===== src/rtl/page_rights_pkg.sv =====
package page_rights_pkg;
  localparam int PL_W    = 2;
  localparam int TYPE_W  = 3;
  localparam int RIGHTS_W = TYPE_W + 2 * PL_W;

  typedef enum logic [1:0] {
    KIND_READ  = 2'b00,
    KIND_WRITE = 2'b01,
    KIND_EXEC  = 2'b10,
    KIND_SEM   = 2'b11
  } acc_kind_e;

  typedef enum logic [1:0] {
    TRAP_NONE = 2'b00,
    TRAP_INSN = 2'b01,
    TRAP_DATA = 2'b10
  } trap_e;

  typedef struct packed {
    logic [TYPE_W-1:0] ptype;
    logic [PL_W-1:0]   ub;
    logic [PL_W-1:0]   lb;
  } rights_t;

  typedef struct packed {
    logic can_rd;
    logic can_wr;
    logic can_ex;
    logic is_gate;
  } perm_t;
endpackage


===== src/rtl/pl_fold.sv =====
module pl_fold #(
  parameter bit REDUCED = 1'b0,
  parameter int W = 2
) (
  input  logic [W-1:0] lvl_in,
  output logic [W-1:0] lvl_out
);
  generate
    if (REDUCED) begin : g_fold
      assign lvl_out = (lvl_in == '0) ? '0 : '1;
    end else begin : g_pass
      assign lvl_out = lvl_in;
    end
  endgenerate
endmodule


===== src/rtl/rights_decode.sv =====
module rights_decode
  import page_rights_pkg::*;
(
  input  logic [TYPE_W-1:0] ptype,
  output perm_t             perm
);
  always_comb begin
    perm.is_gate = ptype[TYPE_W-1];
    perm.can_rd  = !ptype[TYPE_W-1];
    perm.can_wr  = !ptype[TYPE_W-1] && ptype[0];
    perm.can_ex  = ptype[TYPE_W-1] || ptype[1];
    // execute-only pages never permit data access
    assert_gate_no_data_R1: assert (!(perm.is_gate && (perm.can_rd || perm.can_wr)));
  end
endmodule


===== src/rtl/rights_verdict.sv =====
module rights_verdict
  import page_rights_pkg::*;
#(
  parameter int W = PL_W
) (
  input  perm_t        perm,
  input  logic [1:0]   kind,
  input  logic [W-1:0] pl,
  input  logic [W-1:0] ub,
  input  logic [W-1:0] lb,
  input  logic         probe,
  input  logic         code_en,
  input  logic         data_en,
  output logic         allow,
  output logic [1:0]   trap
);
  logic rd_ok, wr_ok, ex_ok, rule_ok, check_on, is_exec;

  always_comb begin
    rd_ok   = perm.can_rd && (pl <= ub);
    wr_ok   = perm.can_wr && (pl <= lb);
    ex_ok   = perm.can_ex && (pl <= ub) && (pl >= lb);
    is_exec = (kind == KIND_EXEC);
    unique case (kind)
      KIND_READ:  rule_ok = rd_ok;
      KIND_WRITE: rule_ok = wr_ok;
      KIND_EXEC:  rule_ok = ex_ok;
      default:    rule_ok = rd_ok && wr_ok;
    endcase
    check_on = probe || (is_exec ? code_en : data_en);
    allow    = !check_on || rule_ok;
    if (allow || probe)  trap = TRAP_NONE;
    else if (is_exec)    trap = TRAP_INSN;
    else                 trap = TRAP_DATA;
    // a semaphore passing implies both data rules pass when checked
    assert_sem_both_R5: assert (!(kind == KIND_SEM && check_on && allow) || (rd_ok && wr_ok));
  end
endmodule


===== src/rtl/page_rights_check.sv =====
module page_rights_check
  import page_rights_pkg::*;
#(
  parameter bit REDUCED_PRIV = 1'b0
) (
  input  logic                clk,
  input  logic                rst_n,
  input  logic                req_valid,
  output logic                req_ready,
  input  logic [1:0]          req_kind,
  input  logic [PL_W-1:0]     req_pl,
  input  logic [RIGHTS_W-1:0] req_rights,
  input  logic                req_probe,
  input  logic                psw_code_xlate,
  input  logic                psw_data_xlate,
  output logic                rsp_valid,
  input  logic                rsp_ready,
  output logic                rsp_allow,
  output logic [1:0]          rsp_trap,
  output logic [PL_W-1:0]     rsp_gate_pl
);
  rights_t         rf;
  perm_t           perm;
  logic [PL_W-1:0] pl_f, ub_f, lb_f, tgt_f, gate_pl;
  logic            allow_c;
  logic [1:0]      trap_c;
  logic            accept;
  logic            rsp_probe_q;

  assign rf = rights_t'(req_rights);

  pl_fold #(.REDUCED(REDUCED_PRIV), .W(PL_W)) u_fold_pl  (.lvl_in(req_pl),                 .lvl_out(pl_f));
  pl_fold #(.REDUCED(REDUCED_PRIV), .W(PL_W)) u_fold_ub  (.lvl_in(rf.ub),                  .lvl_out(ub_f));
  pl_fold #(.REDUCED(REDUCED_PRIV), .W(PL_W)) u_fold_lb  (.lvl_in(rf.lb),                  .lvl_out(lb_f));
  pl_fold #(.REDUCED(REDUCED_PRIV), .W(PL_W)) u_fold_tgt (.lvl_in(rf.ptype[PL_W-1:0]),     .lvl_out(tgt_f));

  rights_decode u_dec (.ptype(rf.ptype), .perm(perm));

  rights_verdict #(.W(PL_W)) u_verdict (
    .perm(perm), .kind(req_kind), .pl(pl_f), .ub(ub_f), .lb(lb_f),
    .probe(req_probe), .code_en(psw_code_xlate), .data_en(psw_data_xlate),
    .allow(allow_c), .trap(trap_c)
  );

  always_comb begin
    gate_pl = (perm.is_gate && (tgt_f < pl_f)) ? tgt_f : pl_f;
    // a gateway never makes the level less privileged
    assert_gate_no_demote_R9: assert (gate_pl <= pl_f);
  end

  assign req_ready = !rsp_valid || rsp_ready;
  assign accept    = req_valid && req_ready;

  always_ff @(posedge clk) begin
    if (!rst_n) begin
      rsp_valid   <= 1'b0;
      rsp_allow   <= 1'b0;
      rsp_trap    <= TRAP_NONE;
      rsp_gate_pl <= '0;
      rsp_probe_q <= 1'b0;
    end else if (accept) begin
      rsp_valid   <= 1'b1;
      rsp_allow   <= allow_c;
      rsp_trap    <= trap_c;
      rsp_gate_pl <= gate_pl;
      rsp_probe_q <= req_probe;
    end else if (rsp_ready) begin
      rsp_valid   <= 1'b0;
    end
  end

  assert_accept_next_R11: assert property (@(posedge clk) disable iff (!rst_n)
    accept |=> rsp_valid);
  assert_hold_R11: assert property (@(posedge clk) disable iff (!rst_n)
    (rsp_valid && !rsp_ready) |=> (rsp_valid && $stable(rsp_allow) && $stable(rsp_trap) && $stable(rsp_gate_pl)));
  assert_probe_no_trap_R7: assert property (@(posedge clk) disable iff (!rst_n)
    (rsp_valid && rsp_probe_q) |-> (rsp_trap == TRAP_NONE));
  assert_trap_only_deny_R8: assert property (@(posedge clk) disable iff (!rst_n)
    (rsp_valid && rsp_trap != TRAP_NONE) |-> !rsp_allow);
endmodule


===== config.mk =====
export PLATFORM = sky130hd
export DESIGN_NAME = page_rights_check
export DESIGN_NICKNAME = d
export VERILOG_FILES = /design/src/rtl/page_rights_pkg.sv /design/src/rtl/pl_fold.sv /design/src/rtl/rights_decode.sv /design/src/rtl/rights_verdict.sv /design/src/rtl/page_rights_check.sv
export SDC_FILE = /design/constraint.sdc
export NUM_CORES = 1
export LEC_CHECK = 0
export ABC_AREA = 1
export BUFFER_PORTS_ARGS = -buffer_cell sky130_fd_sc_hd__buf_4
export CAP_MARGIN = 20
export CORE_AREA = 4 4 41 43
export DETAILED_ROUTE_END_ITERATION = 6
export DIE_AREA = 0 0 45 47
export GPL_TIMING_DRIVEN = 1
export MAX_ROUTING_LAYER = met4
export PLACE_DENSITY = 0.67
export SLEW_MARGIN = 5
export SYNTH_ARGS = -nofsm -noshare
export SYNTH_HDL_FRONTEND = slang
export SYNTH_SLANG_ARGS = --single-unit

===== constraint.sdc =====
create_clock -name clk -period 1.4 [get_ports clk]
set_input_delay 0.21 -clock clk [delete_from_list [all_inputs] [get_ports clk]]
set_output_delay 0.21 -clock clk [all_outputs]
set_load 0.005 [all_outputs]

# ---- After elaboration in Yosys (flattened, before gate mapping)
# Cells that the tools add are included.
dict set report totals {
  ff_bits 6
  inputBits 18
  out_inout_bits 7
  wordCells 35
}
dict set report classes {
  n_lt_le_gt_ge 4
  eq_ne 2
  muxes 7
  n_reduce_logical 18
}
# op n
set ops {}
lappend ops {{$logic_and A1 B1 Y1} 8}
lappend ops {{$mux W2} 3}
lappend ops {{$logic_or A1 B1 Y1} 5}
lappend ops {{$le A2 B2 Y1} 2}
lappend ops {{$logic_not A1 Y1} 3}
lappend ops {{$mux W1} 3}
lappend ops {{$pmux W1 S3} 1}
lappend ops {{$eq A2 B1 Y1 const B} 1}
lappend ops {{$eq A2 B2 Y1 const B} 1}
lappend ops {{$ge A2 B2 Y1} 1}
lappend ops {{$logic_not A2 Y1} 1}
lappend ops {{$lt A2 B2 Y1} 1}
lappend ops {{$reduce_bool A2 Y1} 1}

# ---- Logic depth before layout (Yosys ltp)
dict set report depth {
  ltp_word 8
  mapped_depth 12
  mapped_depth_nobuf 12
}

# ---- Hierarchy
# Synthesis repeated with hierarchy kept, for this count alone.
dict set report hier_totals {
  hier_cells 103
  area_unflattened_um2 623.1
}
# mod instances cells_per_inst area_each_um2 seq_area_each_um2
set modules_own_cells {}
lappend modules_own_cells {page_rights_check 1 43 297.8 120.1}
lappend modules_own_cells {rights_verdict 1 46 236.5 0.0}
lappend modules_own_cells {pl_fold 4 2 15.0 0.0}
lappend modules_own_cells {rights_decode 1 6 28.8 0.0}

# ---- Worst setup path after synthesis
# Ideal clock, no wire load.
dict set report synth_timing {
  path_kind {input to register}
  from {in req_rights[1]}
  to {reg rsp_trap[0]}
  setup_time_ns 0.070
  arrival_ns 1.083
  required_time_ns 1.330
  slack_ns 0.247
  path_stages 10
  path_buffers 0
  cell_sequence {inv_1 > ha_1 > nand2_1 > nand2_1 > nand2_1 > nand2_2 > nand2_2 > a21oi_4 > nand3_1 > a21oi_1}
}
dict set report synth_between {
  elab_chain_len 7
  word_cells_on_any_way 9
  classes_between {2 x order compare; 2 x mux; 5 x reduce/logical}
}
# element line
set synth_rtl {}
lappend synth_rtl {{start: declaration} page_rights_check.sv:12} ;# input logic [RIGHTS_W-1:0] req_rights,
lappend synth_rtl {{$le A2 B2 Y1} rights_verdict.sv:21} ;# wr_ok = perm.can_wr && (pl <= lb);
lappend synth_rtl {{$logic_and A1 B1 Y1} rights_verdict.sv:21}
lappend synth_rtl {{$logic_and A1 B1 Y1} rights_verdict.sv:28} ;# default: rule_ok = rd_ok && wr_ok;
lappend synth_rtl {{$pmux W1 S3 (*)} rights_verdict.sv:24} ;# unique case (kind)
lappend synth_rtl {{$logic_or A1 B1 Y1 (*)} rights_verdict.sv:31} ;# allow = !check_on || rule_ok;
lappend synth_rtl {{$logic_or A1 B1 Y1 (*)} rights_verdict.sv:32} ;# if (allow || probe) trap = TRAP_NONE;
lappend synth_rtl {{$mux W2 (*)} rights_verdict.sv:32}
lappend synth_rtl {{end signal: assignment} page_rights_check.sv:64} ;# rsp_trap <= trap_c;
lappend synth_rtl {{end: declaration} page_rights_check.sv:19} ;# output logic [1:0] rsp_trap,
# Mark *: on every way between the ends. The rest lies on a longest branch, timed or not.
# A chain may end at the register's enable or synchronous reset.

# ---- Worst setup path in the final report
dict set report layout_timing {
  from {reg rsp_valid}
  to {out req_ready}
}
dict set report layout_between {
  elab_chain_len 2
}
# element line
set layout_rtl {}
lappend layout_rtl {{start: declaration} page_rights_check.sv:16} ;# output logic rsp_valid,
lappend layout_rtl {{start signal: assignment} page_rights_check.sv:56} ;# rsp_valid <= 1'b0;
lappend layout_rtl {{start signal: assignment} page_rights_check.sv:62} ;# rsp_valid <= 1'b1;
lappend layout_rtl {{start signal: assignment} page_rights_check.sv:68} ;# rsp_valid <= 1'b0;
lappend layout_rtl {{$logic_not A1 Y1} page_rights_check.sv:51} ;# assign req_ready = !rsp_valid || rsp_ready;
lappend layout_rtl {{$logic_or A1 B1 Y1} page_rights_check.sv:51}
lappend layout_rtl {{end: declaration} page_rights_check.sv:9} ;# output logic req_ready,
# Every way passes these cells.

==> results.toml <==
[die]
core_sq_mm = 0.001301
die_w_um = 45
fp.dieH_um = 47
die-area_sq_mm = 0.002115
initial_core_util_pct = 39.81
num_rows = 13
pin_count = 25

[outcome]
outcome = "complete, no violations"

[yosys]
synth.ff_latch_count = 6
yosys.cell_types.count = 17
synth-edff-count = 0
syn_inst = 81
synthTopCellsByArea = "dfxtp_1, nand2_1, ha_1, inv_1, a21oi_4"
yosysTopAreaCell = "dfxtp_1"
ys_async_sr_fraction_pct = 0
synth_ff_type = "dfxtp_1"
ys_seq_area_share_pct = 23.19
synth_most_common_cell = "nand2_1"
synth_top_area_share_pct = 23.19
synth_nets = 104
ys.warnings.count = 0
avgSynthCellArea_sq_um = 6.395
synth_area_sq_um = 518.0
synth.cells.most_frequent = "nand2_1, inv_1, dfxtp_1"

[sta]
slew_violations = 0
worst_slew_pin_slew_ns = 0.2121
post-route-period-util_pct = 77.91
period_minus_slack_ns = 1.091
hold_viol_final = 0
rsz0062_at_grt = "no"
setup_violations = 0
finalHoldWorstSlack_ns = 0.2347
fin_setup_tns_ns = 0
relSlewSlack_pct = 85.83
fmax_mhz = 916.8
finClkSkew_ns = 0.00005568

[layout]
antennaDiodeCount = 0
drive_above_1_share_pct = 36.70
nets = 134
syn2layout_area_growth_pct = 44.20
fill_cells = 140

[worst_hold_path]
hold_path.class = "in2reg"

[power_and_ir_drop]
ir_drop_mv = 0.4507
p_sw_share_pct = 30.23
p_leak_nw = 0.4334
power.switching_uw = 160.2
power_frac_clock_pct = 31.1
seq_power_share_pct = 35.8
p_int_uw = 369.8
combinationalPowerShare_pct = 33.1
power_density_mw_per_mm2 = 709.6

[place]
port_buffers = 24
gp_congestion = 0.7828
dp_hpwl_um = 982.7

[clock_tree]
cts_sinks = 6
numCtsBuffers = 3
cts_resized = 0
post_cts_buffers = 0
insertion_delay_ns = 0.25
ctsHtreeMaxLevel = 1
clock_path_buffers = 2
root_buffer = "clkbuf_4"
clk_transition_reported_paths_ns = 0.05
ctsHoldBuffers = 0
cts_tree = "done"

[route]
drc = 0
wl_per_cell_um = 9.331
ant_nets = 0
first_iter_violations = 7
wl_um = 1157
viasPerCell = 4.573
vias = 567
dr.pass1.iters = 4

[flow_run]
cap_violations = 0

[grt]
antenna_found_initial = 0
grtUsageTotal_pct = 13.48
grt_first_pass_wirelength_um = 1966
overflow = 0
grt_pass1_vias = 508
grt_max_degree = 8

[setup_path]
critical_path_class = "reg2out"
crit_path_end_kind = "output pin"
arrival_ns = 0.88
crit_required_ns = 1.19
cp_max_fo = 3
setup.worst_path.start_class = "flip-flop"
==> through the flow <==
| stage | instance area [sq um] | total power, mW | util [%] | cells | worst slack (ns) |
|---|---|---|---|---|---|
| 2_1_floorplan | 518.0 | 0.2898 | - | 81 | 0.2470 |
| 3_3_place_gp | 724.4 | 0.3684 | 55.67 | 121 | 0.06685 |
| 3_5_place_dp | 724.4 | 0.3700 | 55.67 | 121 | 0.04297 |
| 4_1_cts | 747.0 | 0.5372 | 57.40 | 124 | 0.2987 |
| 5_1_grt | 747.0 | 0.5753 | 57.40 | 124 | 0.1703 |
| 6_report | 747.0 | 0.5300 | 57.40 | 124 | 0.3092 |
==> cell families after synthesis <==
| logic type | synth area share [%] |
|---|---|
| simple gates | 32.85 |
| fa+ha+maj | 12.08 |
| buf+inv | 14.49 |
| compound gates | 17.39 |
| flops | 23.19 |
==> power by group through the flow <==
stage               clock [mW]  combinational, mW  sequential (mW)
global route             0.182              0.203            0.191
global placement             0              0.176            0.193
CTS                      0.169              0.179            0.190
floorplan                    0             0.0963            0.193
detailed placement           0              0.177            0.193
finish                   0.165              0.175            0.190
==> final timing paths <==
kind,startpoint,to,slack [ns],cells after the start
setup / recovery,rsp_valid,req_ready,0.31,2
hold / removal,rst_n,rsp_gate_pl[1],0.23,3
setup reg to reg,rsp_valid,rsp_trap[1],0.32,5
hold reg to reg,rsp_trap[1],rsp_trap[1],0.46,2
==> worst max-delay path: stages (launching register included) <==
cell	delay, ns
dfxtp_1	0.40
nand2_1	0.09
buf_4	0.14
==> area by class of cell <==
cell class | count | area, sq um | area share (%)
Multi-Input combinational cell | 55 | 322.8 | 43.22
Timing Repair Buffer | 25 | 187.7 | 25.13
Clock buffer | 3 | 22.52 | 3.015
Inverter | 20 | 75.07 | 10.05
Sequential cell | 6 | 120.1 | 16.08
Tap cell | 15 | 18.77 | 2.513
==> flip-flops by register name, indices dropped and copies added, names as in the netlist <==
name / count
rsp_valid: 1
rsp_gate_pl: 2
rsp_allow: 1
rsp_trap: 2
==> layer usage <==
| metal | GRT usage, % | up-vias | wire length, um |
|---|---|---|---|
| met2 | 20.06 | 13 | 537 |
| met1 | 15.75 | 243 | 516 |
| met5 | - | - | 0 |
| met4 | 8.772 | 0 | 30 |
| met3 | 3.831 | 5 | 72 |
| li1 | - | 306 | - |
==> cells in the final DEF, fill, tap and decap left out, types with 2 or more instances in the layout <==
cell	netlist	final
nor2_1	4	4
nand3_1	5	5
inv_1	15	15
a21oi_4	2	2
a21oi_1	5	5
nand2_2	4	4
ha_1	5	5
o211ai_1	2	2
inv_2	4	4
dfxtp_1	6	6
buf_4	0	25
o21ai_0	2	2
nand2_1	22	22
clkbuf_4	0	3
Power figures use the tool's default switching activity.
